==> src/rtl/dacif_pkg.sv <==
package dacif_pkg;

   typedef struct packed {
      logic ld_a;
      logic ld_b;
      logic upd;
      logic wake;
      logic sleep;
   } dacif_act_t;

   function automatic dacif_act_t dacif_decode(input logic [3:0] code);
      dacif_act_t a;
      a = '0;
      case (code)
         4'b0001: a.ld_a = 1'b1;
         4'b0010: a.ld_b = 1'b1;
         4'b0011: begin a.ld_a = 1'b1; a.upd = 1'b1; end
         4'b0100: begin a.ld_b = 1'b1; a.upd = 1'b1; end
         4'b0101: begin a.ld_b = 1'b1; a.upd = 1'b1; a.wake = 1'b1; end
         4'b1000: begin a.upd = 1'b1; a.wake = 1'b1; end
         4'b1001: begin a.ld_a = 1'b1; a.upd = 1'b1; a.wake = 1'b1; end
         4'b1010: begin a.ld_a = 1'b1; a.ld_b = 1'b1; a.upd = 1'b1; end
         4'b1110: a.sleep = 1'b1;
         4'b1111: begin a.ld_a = 1'b1; a.ld_b = 1'b1; a.upd = 1'b1; a.wake = 1'b1; end
         default: a = '0;
      endcase
      return a;
   endfunction

endpackage

==> src/rtl/dacif_sync.sv <==
module dacif_sync #(
   parameter int          W       = 3,
   parameter int          STAGES  = 2,
   parameter logic [W-1:0] RST_VAL = '0
) (
   input  logic         clk,
   input  logic         rst,
   input  logic [W-1:0] d,
   output logic [W-1:0] q
);

   if (W < 1) begin : g_bad_w
      $error("dacif_sync: W must be at least 1");
   end

   if (STAGES == 0) begin : g_bypass
      assign q = d;
   end else begin : g_chain
      logic [W-1:0] stg [STAGES];
      always_ff @(posedge clk) begin
         if (rst) begin
            for (int i = 0; i < STAGES; i++) stg[i] <= RST_VAL;
         end else begin
            stg[0] <= d;
            for (int i = 1; i < STAGES; i++) stg[i] <= stg[i-1];
         end
      end
      assign q = stg[STAGES-1];
   end

endmodule

==> src/rtl/dacif_serial_rx.sv <==
module dacif_serial_rx #(
   parameter int DATA_W      = 10,
   parameter int CODE_W      = 4,
   parameter int PAD_W       = 2,
   parameter int SYNC_STAGES = 2
) (
   input  logic              clk,
   input  logic              rst,
   input  logic              sclk,
   input  logic              sdi,
   input  logic              cs_n,
   output logic              cmd_valid,
   output logic [CODE_W-1:0] cmd_code,
   output logic [DATA_W-1:0] cmd_data
);

   localparam int FRAME_W = CODE_W + DATA_W + PAD_W;
   localparam int CNT_W   = $clog2(FRAME_W + 2);
   localparam logic [CNT_W-1:0] CNT_FULL = CNT_W'(FRAME_W);
   localparam logic [CNT_W-1:0] CNT_SAT  = CNT_W'(FRAME_W + 1);

   if (DATA_W < 1 || CODE_W < 1 || PAD_W < 0 || SYNC_STAGES < 0) begin : g_bad_par
      $error("dacif_serial_rx: illegal field widths");
   end

   logic [2:0] pins_s;
   logic       s_sclk, s_sdi, s_csn;
   logic       prev_sclk, prev_csn;
   logic [FRAME_W-1:0] shreg;
   logic [CNT_W-1:0]   cnt;
   logic       sclk_rise, cs_rise;

   dacif_sync #(.W(3), .STAGES(SYNC_STAGES), .RST_VAL(3'b100)) u_sync (
      .clk (clk),
      .rst (rst),
      .d   ({cs_n, sclk, sdi}),
      .q   (pins_s)
   );

   assign s_csn  = pins_s[2];
   assign s_sclk = pins_s[1];
   assign s_sdi  = pins_s[0];

   assign sclk_rise = s_sclk & ~prev_sclk;
   assign cs_rise   = s_csn & ~prev_csn;

   always_ff @(posedge clk) begin
      if (rst) begin
         prev_sclk <= 1'b0;
         prev_csn  <= 1'b1;
         shreg     <= '0;
         cnt       <= '0;
         cmd_valid <= 1'b0;
      end else begin
         prev_sclk <= s_sclk;
         prev_csn  <= s_csn;
         cmd_valid <= cs_rise && (cnt == CNT_FULL);
         if (s_csn) begin
            cnt <= '0;
         end else if (sclk_rise) begin
            shreg <= {shreg[FRAME_W-2:0], s_sdi};
            if (cnt != CNT_SAT) cnt <= cnt + 1'b1;
         end
      end
   end

   assign cmd_code = shreg[FRAME_W-1 -: CODE_W];
   assign cmd_data = shreg[PAD_W +: DATA_W];

   // a command is a single-cycle pulse, one per select rise
   a_r2_single_pulse: assert property (@(posedge clk) disable iff (rst)
      cmd_valid |=> !cmd_valid);

   // only a frame of exactly FRAME_W captured bits may execute
   a_r3_full_frame: assert property (@(posedge clk) disable iff (rst)
      cmd_valid |-> $past(cnt) == CNT_FULL);

   // the shift register is frozen while select is high
   a_r2_idle_frozen: assert property (@(posedge clk) disable iff (rst)
      $past(s_csn) |-> $stable(shreg));

endmodule

==> src/rtl/dacif_regbank.sv <==
module dacif_regbank
   import dacif_pkg::*;
#(
   parameter int DATA_W = 10
) (
   input  logic              clk,
   input  logic              rst,
   input  logic              cmd_valid,
   input  dacif_act_t        act,
   input  logic [DATA_W-1:0] data,
   output logic [DATA_W-1:0] dac_a,
   output logic [DATA_W-1:0] dac_b,
   output logic              asleep
);

   logic [DATA_W-1:0] in_a, in_b;

   always_ff @(posedge clk) begin
      if (rst) begin
         in_a   <= '0;
         in_b   <= '0;
         dac_a  <= '0;
         dac_b  <= '0;
         asleep <= 1'b0;
      end else if (cmd_valid) begin
         if (act.ld_a) in_a <= data;
         if (act.ld_b) in_b <= data;
         if (act.upd) begin
            dac_a <= act.ld_a ? data : in_a;
            dac_b <= act.ld_b ? data : in_b;
         end
         if (act.sleep)     asleep <= 1'b1;
         else if (act.wake) asleep <= 1'b0;
      end
   end

   // outputs hold unless a command arrived the cycle before
   a_r4_dac_hold: assert property (@(posedge clk) disable iff (rst)
      !$past(cmd_valid) |-> ($stable(dac_a) && $stable(dac_b)));

   // sleep entry only through an executed command
   a_r6_sleep_entry: assert property (@(posedge clk) disable iff (rst)
      $rose(asleep) |-> $past(cmd_valid));

   // wake only through an executed command
   a_r8_wake_cmd: assert property (@(posedge clk) disable iff (rst)
      $fell(asleep) |-> $past(cmd_valid));

   // staging registers are untouched by the sleep command
   a_r6_keep_stage: assert property (@(posedge clk) disable iff (rst)
      ($past(cmd_valid) && $past(act.sleep)) |-> ($stable(in_a) && $stable(in_b)));

endmodule

==> src/rtl/dual_dac_ctrl.sv <==
module dual_dac_ctrl
   import dacif_pkg::*;
#(
   parameter int DATA_W      = 10,
   parameter int PAD_W       = 2,
   parameter int SYNC_STAGES = 2
) (
   input  logic              clk,
   input  logic              rst,
   input  logic              sclk,
   input  logic              sdi,
   input  logic              cs_n,
   output logic [DATA_W-1:0] dac_a,
   output logic [DATA_W-1:0] dac_b,
   output logic              sleep
);

   localparam int CODE_W = 4;

   logic              cmd_valid;
   logic [CODE_W-1:0] cmd_code;
   logic [DATA_W-1:0] cmd_data;
   dacif_act_t        act;

   dacif_serial_rx #(
      .DATA_W(DATA_W), .CODE_W(CODE_W), .PAD_W(PAD_W), .SYNC_STAGES(SYNC_STAGES)
   ) u_rx (
      .clk       (clk),
      .rst       (rst),
      .sclk      (sclk),
      .sdi       (sdi),
      .cs_n      (cs_n),
      .cmd_valid (cmd_valid),
      .cmd_code  (cmd_code),
      .cmd_data  (cmd_data)
   );

   assign act = dacif_decode(cmd_code);

   dacif_regbank #(.DATA_W(DATA_W)) u_bank (
      .clk       (clk),
      .rst       (rst),
      .cmd_valid (cmd_valid),
      .act       (act),
      .data      (cmd_data),
      .dac_a     (dac_a),
      .dac_b     (dac_b),
      .asleep    (sleep)
   );

   // reset leaves the block awake with zero outputs
   a_r11_reset_state: assert property (@(posedge clk)
      $past(rst) |-> (dac_a == '0 && dac_b == '0 && !sleep));

endmodule

==> config.mk <==
export PLATFORM = sky130hd
export DESIGN_NAME = dual_dac_ctrl
export DESIGN_NICKNAME = d
export VERILOG_FILES = /design/src/rtl/dacif_pkg.sv /design/src/rtl/dacif_sync.sv /design/src/rtl/dacif_serial_rx.sv /design/src/rtl/dacif_regbank.sv /design/src/rtl/dual_dac_ctrl.sv
export SDC_FILE = /design/constraint.sdc
export NUM_CORES = 1
export LEC_CHECK = 0
export CAP_MARGIN = 0
export CORE_MARGIN = 2
export CORE_UTILIZATION = 35
export DETAILED_ROUTE_END_ITERATION = 10
export GPL_TIMING_DRIVEN = 0
export PLACE_DENSITY = 0.63
export SLEW_MARGIN = 20
export SYNTH_ARGS = -nofsm -noshare
export SYNTH_HDL_FRONTEND = slang
export SYNTH_SLANG_ARGS = --single-unit
==> constraint.sdc <==
create_clock -name clk -period 3.35 [get_ports clk]
set_input_delay 0.5025 -clock clk [delete_from_list [all_inputs] [get_ports clk]]
set_output_delay 0.5025 -clock clk [all_outputs]
set_load 0.02 [all_outputs]
==> metrics.md, run 1 <==
| Metric | Value |
|---|---|
| Status | finished clean |
| Critical path class | flip-flop to flip-flop |
| Total GRT Usage | 18.0% |
| Initial antenna violation count | 0 |
| Vias per cell | around 5.5 |
| FF-to-FF End | u_bank.dac_b[0] |
| Mapped cell area | 0.00421 mm2 |
| Core Util, Final | a little over two fifths |
| Startpoint types | flip-flop |
| Worst EP required | ~3.6 ns |
| Max clock buf depth | 2 |
| Slew HR | around 60% |
| Number of global-route vias before repair | between 3k and 4k |
| RSZ-0062 raised after global routing | false |
| Synth Register Bits | between 70 and 80 |
| Fin. Hold Viols | 0 |
| Top FF cell, synth | dfxtp_1 |
| Total wire length | between 10000 and 15000 um |
| Clock latency on the worst-skew pair | 0.34 ns |
| Share of layout cells above drive strength 1 | a little under an eighth |
| Initial DRC count | 261 |
| Post-layout worst setup margin | between 1 and 1.5 ns |
| Peak supply drop | 241 uV |
| Resized cells post-CTS | 0 |
| Commonest non-fill, non-tap cells in the layout | dfxtp_1 (71), nand2_1 (65), mux2i_1 (41) |
| R2R cell count | 5 |
| Hold buffer count at CTS | 0 |
| Die Area | roughly 0.013 mm2 |
| Via count | ~3.8k |
| Largest net degree at the start of global routing | 14 |
| Reg2reg setup slack | around 1.4 ns |
| P per Cell Area | about 380 mW/mm2 |
| Gpl congestion | 0.868 |
| Worst Max-Slew Pin Slew | about 0.62 ns |
| Area Overhead vs Synth | 17.7% |
| Max cap viols | 0 |
| Worst hold stages | 1 |
| Setup TNS | 0 ns |
| Syn nets | between 500 and 600 |
| Post-Syn Instances | 514 |
| Total CTS buffers | 9 |
| Routed len/inst | roughly 16 um |
| Placed Cells | 685 |
| Core ar. | between 0.01 and 0.015 mm2 |
| Leakage Power | approximately 1.6 nW |
| Synth cell types | 48 |
| Row cnt | 40 |
| Most common cell after layout, fill and taps aside | dfxtp_1 |
| Residual DRC count | 0 |
| Yosys warnings | 0 |
| Clock sink count | 71 |
| # diodes | 0 |
| Post-CTS setup buffers | 0 |
| Fmax | 526 MHz |
| Critical Path AT | roughly 2.2 ns |
| Final Non-Filler Cells | ~700 |
| Initial core utilization | 35.5% |
| Syn Area/Cell | between 8 and 9 um2 |
| Die height | between 100 and 150 um |
| Final clock skew | a little over 0.007 ns |
| Drt first pass iters | 5 |
| Hold EP | u_rx.cmd_valid |
| CP Capture Type | flip-flop |
| First-pass GRT wire length | 18300 um |
| Overflow after GRT | 0 |
| EDFF count, synth | 0 |
| Max Slew Vio Count | 0 |
| Tmin final | between 1.5 and 2 ns |
| Hold Startpoint | u_rx.prev_csn |
| CTS H-tree depth | 3 |
| Post-synth ARST share | 0% |
| Clk root buf | clkbuf_16 |
| Sequential element share of the synthesized area | roughly a third |
| Buffers on Ports | 24 |
| Clock transition at path regs | approximately 0.06 ns |
| Die Width | 114 um |
| HP Class | flip-flop to flip-flop |
| Fin crit share | around 57% |
| Half-perimeter wire length after placement | 7890 um |
| Reg2reg start | u_rx.shreg[15] |
| Critical path fanouts, max | 10 |
| I/O pins | 26 |
| Final net count | roughly 560 |
| CTS tree | yes |
| Endpoints failing setup | 0 |
| Antenna Nets Post-Route | 0 |
| Post-place setup slack | between 1 and 1.5 ns |
[cell families after synthesis]
family          after synthesis  synth area share (%)
xor+xnor                      3                 0.624
fa+ha+maj                     3                 0.892
simple gates                189                  22.9
mux                          50                  12.2
flops                        71                  33.8
compound gates              117                  21.1
buf+inv                      81                  8.56
[sequential cells by signal, summed over array words and instances, names as in the netlist, 5 cells and up]
| signal | flops |
|---|---|
| u_rx.cnt | 5 |
| u_bank.in_a | 10 |
| u_rx.u_sync.g_chain.stg | 6 |
| u_bank.dac_a | 10 |
| u_bank.dac_b | 10 |
| u_rx.shreg | 16 |
| u_bank.in_b | 10 |
[synth_stat cells (10+ instances only)]
master    count  area share (%)
clkbuf_1     32             2.9
nand2_1      65             5.8
a21oi_1      26             3.1
nor2b_1      28             4.2
or3_1        10             1.5
inv_1        23             2.1
o221ai_1     19             4.0
buf_2        12             1.4
a221oi_2     10             3.6
mux2i_1      41             9.7
nand2b_1     12             1.8
nor2_1       27             2.4
dfxtp_1      71              34
nor4_1       19             2.8
o21ai_0      29             3.4
[routing by layer]
layer | part of all wire (%) | vias up | GRT usage (%) | wire length, um
li1 | - | 1906 | - | -
met1 | 48 | 1783 | 24.3 | 5360
met2 | 44 | 121 | 29.2 | 4980
met3 | 6.7 | 14 | 3.99 | 751
met4 | 1.2 | 0 | 5.12 | 135
met5 | 0 | - | 0 | 0
[final cells by class]
class	count	area, um2
Fill cell	1193	6900
Multi-Input combinational cell	362	2430
Sequential cell	71	1420
Buffer	57	270
Timing Repair Buffer	24	240
Clock buffer	9	225
Tap cell	147	184
Clock inverter	7	97.6
Inverter	24	90.1
[stage by stage]
| step | hold slack (ns) | cell area [um2] | power [mW] |
|---|---|---|---|
| after floorplan | 0.372 | 4210 | 0.886 |
| after global placement | 0.378 | 4630 | 0.897 |
| after detailed placement | 0.387 | 4630 | 0.898 |
| after CTS | 0.395 | 4960 | 1.92 |
| after global routing | 0.402 | 4960 | 1.96 |
| final | 0.392 | 4960 | 1.91 |
[how the worst max path moves through the flow]
| stage | slack, ns | startpoint | depth (start not counted) | end |
|---|---|---|---|---|
| CTS | 1.46 | u_rx.shreg[15] | 5 | u_bank.dac_b[0] |
| detailed placement | 1.24 | rst | 4 | u_rx.shreg[9] |
| floorplan | 1.81 | rst | 4 | u_bank.in_b[0] |
| global route | 1.33 | u_rx.shreg[15] | 5 | u_bank.dac_b[1] |
| global placement | 1.27 | rst | 4 | u_rx.shreg[14] |
| finish | 1.45 | u_rx.shreg[15] | 5 | u_bank.dac_b[0] |
[critical path: stages, from the launching register on]
cell and delay [ns]:
dfxtp_1 0.31, buf_2 0.21, buf_1 0.41, clkbuf_1 0.45, o221ai_1 0.26, a21oi_1 0.18
[power breakdown]
group / switching (mW) / internal, mW / total, mW
registers: 0.00133 / 0.848 / 0.850
logic: 0.0207 / 0.00911 / 0.0298
clock network: 0.376 / 0.652 / 1.03
total: 0.398 / 1.51 / 1.91
Note: power is estimated with default switching activity, not from simulation.
==> inputs of run 2 (changes only) <==
clock period = 1.9 ns   (was 3.35 ns; I/O delays follow)
==> metrics.md, run 2 (synthesis results as in run 1) <==
| Metric | Value |
|---|---|
| Status | finished clean (unchanged) |
| Final net count | 557 (unchanged) |
| Peak supply drop | 424 uV (was 241 uV) |
| CTS H-tree depth | 3 (unchanged) |
| Setup TNS | 0 ns (unchanged) |
| Post-place setup slack | 0.00481 ns (was 1.24 ns) |
| Critical path fanouts, max | 10 (unchanged) |
| Vias per cell | 5.52 (was 5.46) |
| Hold slack final | 0.392 ns (about the same) |
| # diodes | 0 (unchanged) |
| Max Slew Vio Count | 0 (unchanged) |
| Half-perimeter wire length after placement | 7890 um (unchanged) |
| Fmax | 565 MHz (was 526 MHz) |
| Clock latency on the worst-skew pair | 0.34 ns (about the same) |
| Clock transition at path regs | 0.06 ns (about the same) |
| Post-layout worst setup margin | 0.129 ns (was 1.45 ns) |
| Worst Max-Slew Pin Slew | 0.615 ns (was 0.619 ns) |
| Total wire length | 11300 um (was 11200 um) |
| P per Cell Area | 676 mW/mm2 (was 385 mW/mm2) |
| Total CTS buffers | 9 (unchanged) |
| Antenna Nets Post-Route | 0 (unchanged) |
| Clk root buf | clkbuf_16 (unchanged) |
| Drt first pass iters | 4 (was 5) |
| Residual DRC count | 0 (unchanged) |
| I/O pins | 26 (unchanged) |
| Die Width | 114 um (unchanged) |
| Number of global-route vias before repair | 3603 (unchanged) |
| Initial antenna violation count | 0 (unchanged) |
| Largest register by flop count | u_rx.shreg (unchanged) |
| R2R cell count | 6 (was 5) |
| Max cap viols | 0 (unchanged) |
| Share of layout cells above drive strength 1 | 11.9% (was 11.4%) |
| Reg2reg setup slack | 0.13 ns (was 1.45 ns) |
| FF-to-FF End | u_bank.dac_b[0] (unchanged) |
| Fin crit share | 93.2% (was 56.8%) |
| Startpoint types | flip-flop (unchanged) |
| Critical Path End | u_bank.dac_b[0] (unchanged) |
| CTS tree | yes (unchanged) |
| Gpl congestion | 0.868 (unchanged) |
| Max clock buf depth | 2 (unchanged) |
| Leakage Power | 1.62 nW (about the same) |
| Slew HR | 59.0% (was 58.7%) |
| Critical Path AT | 1.98 ns (was 2.17 ns) |
| Routed len/inst | 16.1 um (was 16.0 um) |
| Area Overhead vs Synth | 18.2% (was 17.7%) |
| CP Capture Type | flip-flop (unchanged) |
| Max reg flops | 16 (unchanged) |
| First-pass GRT wire length | 18300 um (unchanged) |
| Core ar. | 0.0119 mm2 (unchanged) |
| Initial core utilization | 35.5% (unchanged) |
| Die Area | 0.0129 mm2 (unchanged) |
| Tmin final | 1.77 ns (was 1.90 ns) |
| Reg2reg start | u_rx.shreg[13] (was u_rx.shreg[15]) |
| Hold buffer count at CTS | 0 (unchanged) |
| Resized cells post-CTS | 0 (unchanged) |
| Final clock skew | 0.00637 ns (was 0.00710 ns) |
| Fin. Hold Viols | 0 (unchanged) |
| Most common cell after layout, fill and taps aside | dfxtp_1 (unchanged) |
| Post-CTS setup buffers | 0 (unchanged) |
| Row cnt | 40 (unchanged) |
| HP Class | flip-flop to flip-flop (unchanged) |
| Commonest non-fill, non-tap cells in the layout | dfxtp_1 (71), nand2_1 (65), mux2i_1 (41) (unchanged) |
| Largest net degree at the start of global routing | 14 (unchanged) |
| Critical path class | flip-flop to flip-flop (unchanged) |
| Endpoints failing setup | 0 (unchanged) |
| Worst Setup SP | u_rx.shreg[13] (was u_rx.shreg[15]) |
| Worst EP required | 2.11 ns (was 3.62 ns) |
| Die height | 114 um (unchanged) |
| Initial DRC count | 238 (was 261) |
| Total GRT Usage | 18.0% (unchanged) |
| Via count | 3867 (was 3824) |
| Clock sink count | 71 (unchanged) |
| Buffers on Ports | 24 (unchanged) |
| RSZ-0062 raised after global routing | false (unchanged) |
| Overflow after GRT | 0 (unchanged) |
run 2: worst min path at each step:
stage	startpoint	endpoint	cells after the start
finish	u_rx.prev_csn	u_rx.cmd_valid	1
global route	u_rx.prev_csn	u_rx.cmd_valid	1
CTS	u_rx.prev_csn	u_rx.cmd_valid	1
detailed placement	u_rx.prev_csn	u_rx.cmd_valid	1
global placement	u_rx.prev_csn	u_rx.cmd_valid	1
floorplan	u_rx.prev_csn	u_rx.cmd_valid	1
run 2: worst max-delay path, cell delays in order (launching register included):
cell	delay, ns
dfxtp_1	0.43
buf_4	0.20
clkbuf_4	0.23
clkbuf_4	0.23
o32ai_1	0.11
nor4_1	0.32
a21oi_1	0.12
run 2: metrics by stage:
step | instance area, um2 | power, mW | util, % | std cells
3_5_place_dp | 4630 | 1.58 | 39.1 | 685
4_1_cts | 4960 | 3.39 | 41.8 | 701
5_1_grt | 4980 | 3.46 | 42.0 | 701
2_1_floorplan | 4210 | 1.56 | - | 514
3_3_place_gp | 4630 | 1.58 | 39.1 | 685
6_report | 4980 | 3.36 | 42.0 | 701
run 2: area by class of cell:
type	instances	area, um2
Fill cell	1193	6880
Clock inverter	7	97.6
Timing Repair Buffer	24	240
Sequential cell	71	1420
Tap cell	147	184
Multi-Input combinational cell	362	2440
Inverter	24	90.1
Buffer	57	278
Clock buffer	9	225
run 2: report_power, final:
group	total [mW]	internal, mW	switching [mW]
combinational	0.0527	0.0161	0.0366
clock	1.81	1.15	0.663
sequential	1.50	1.50	0.00234
run 2: routing by layer:
metal  wire length [um]  track usage (%)
met5                  0                0
met4                138             5.12
met3                672             3.99
met2               5020             29.2
met1               5430             24.3
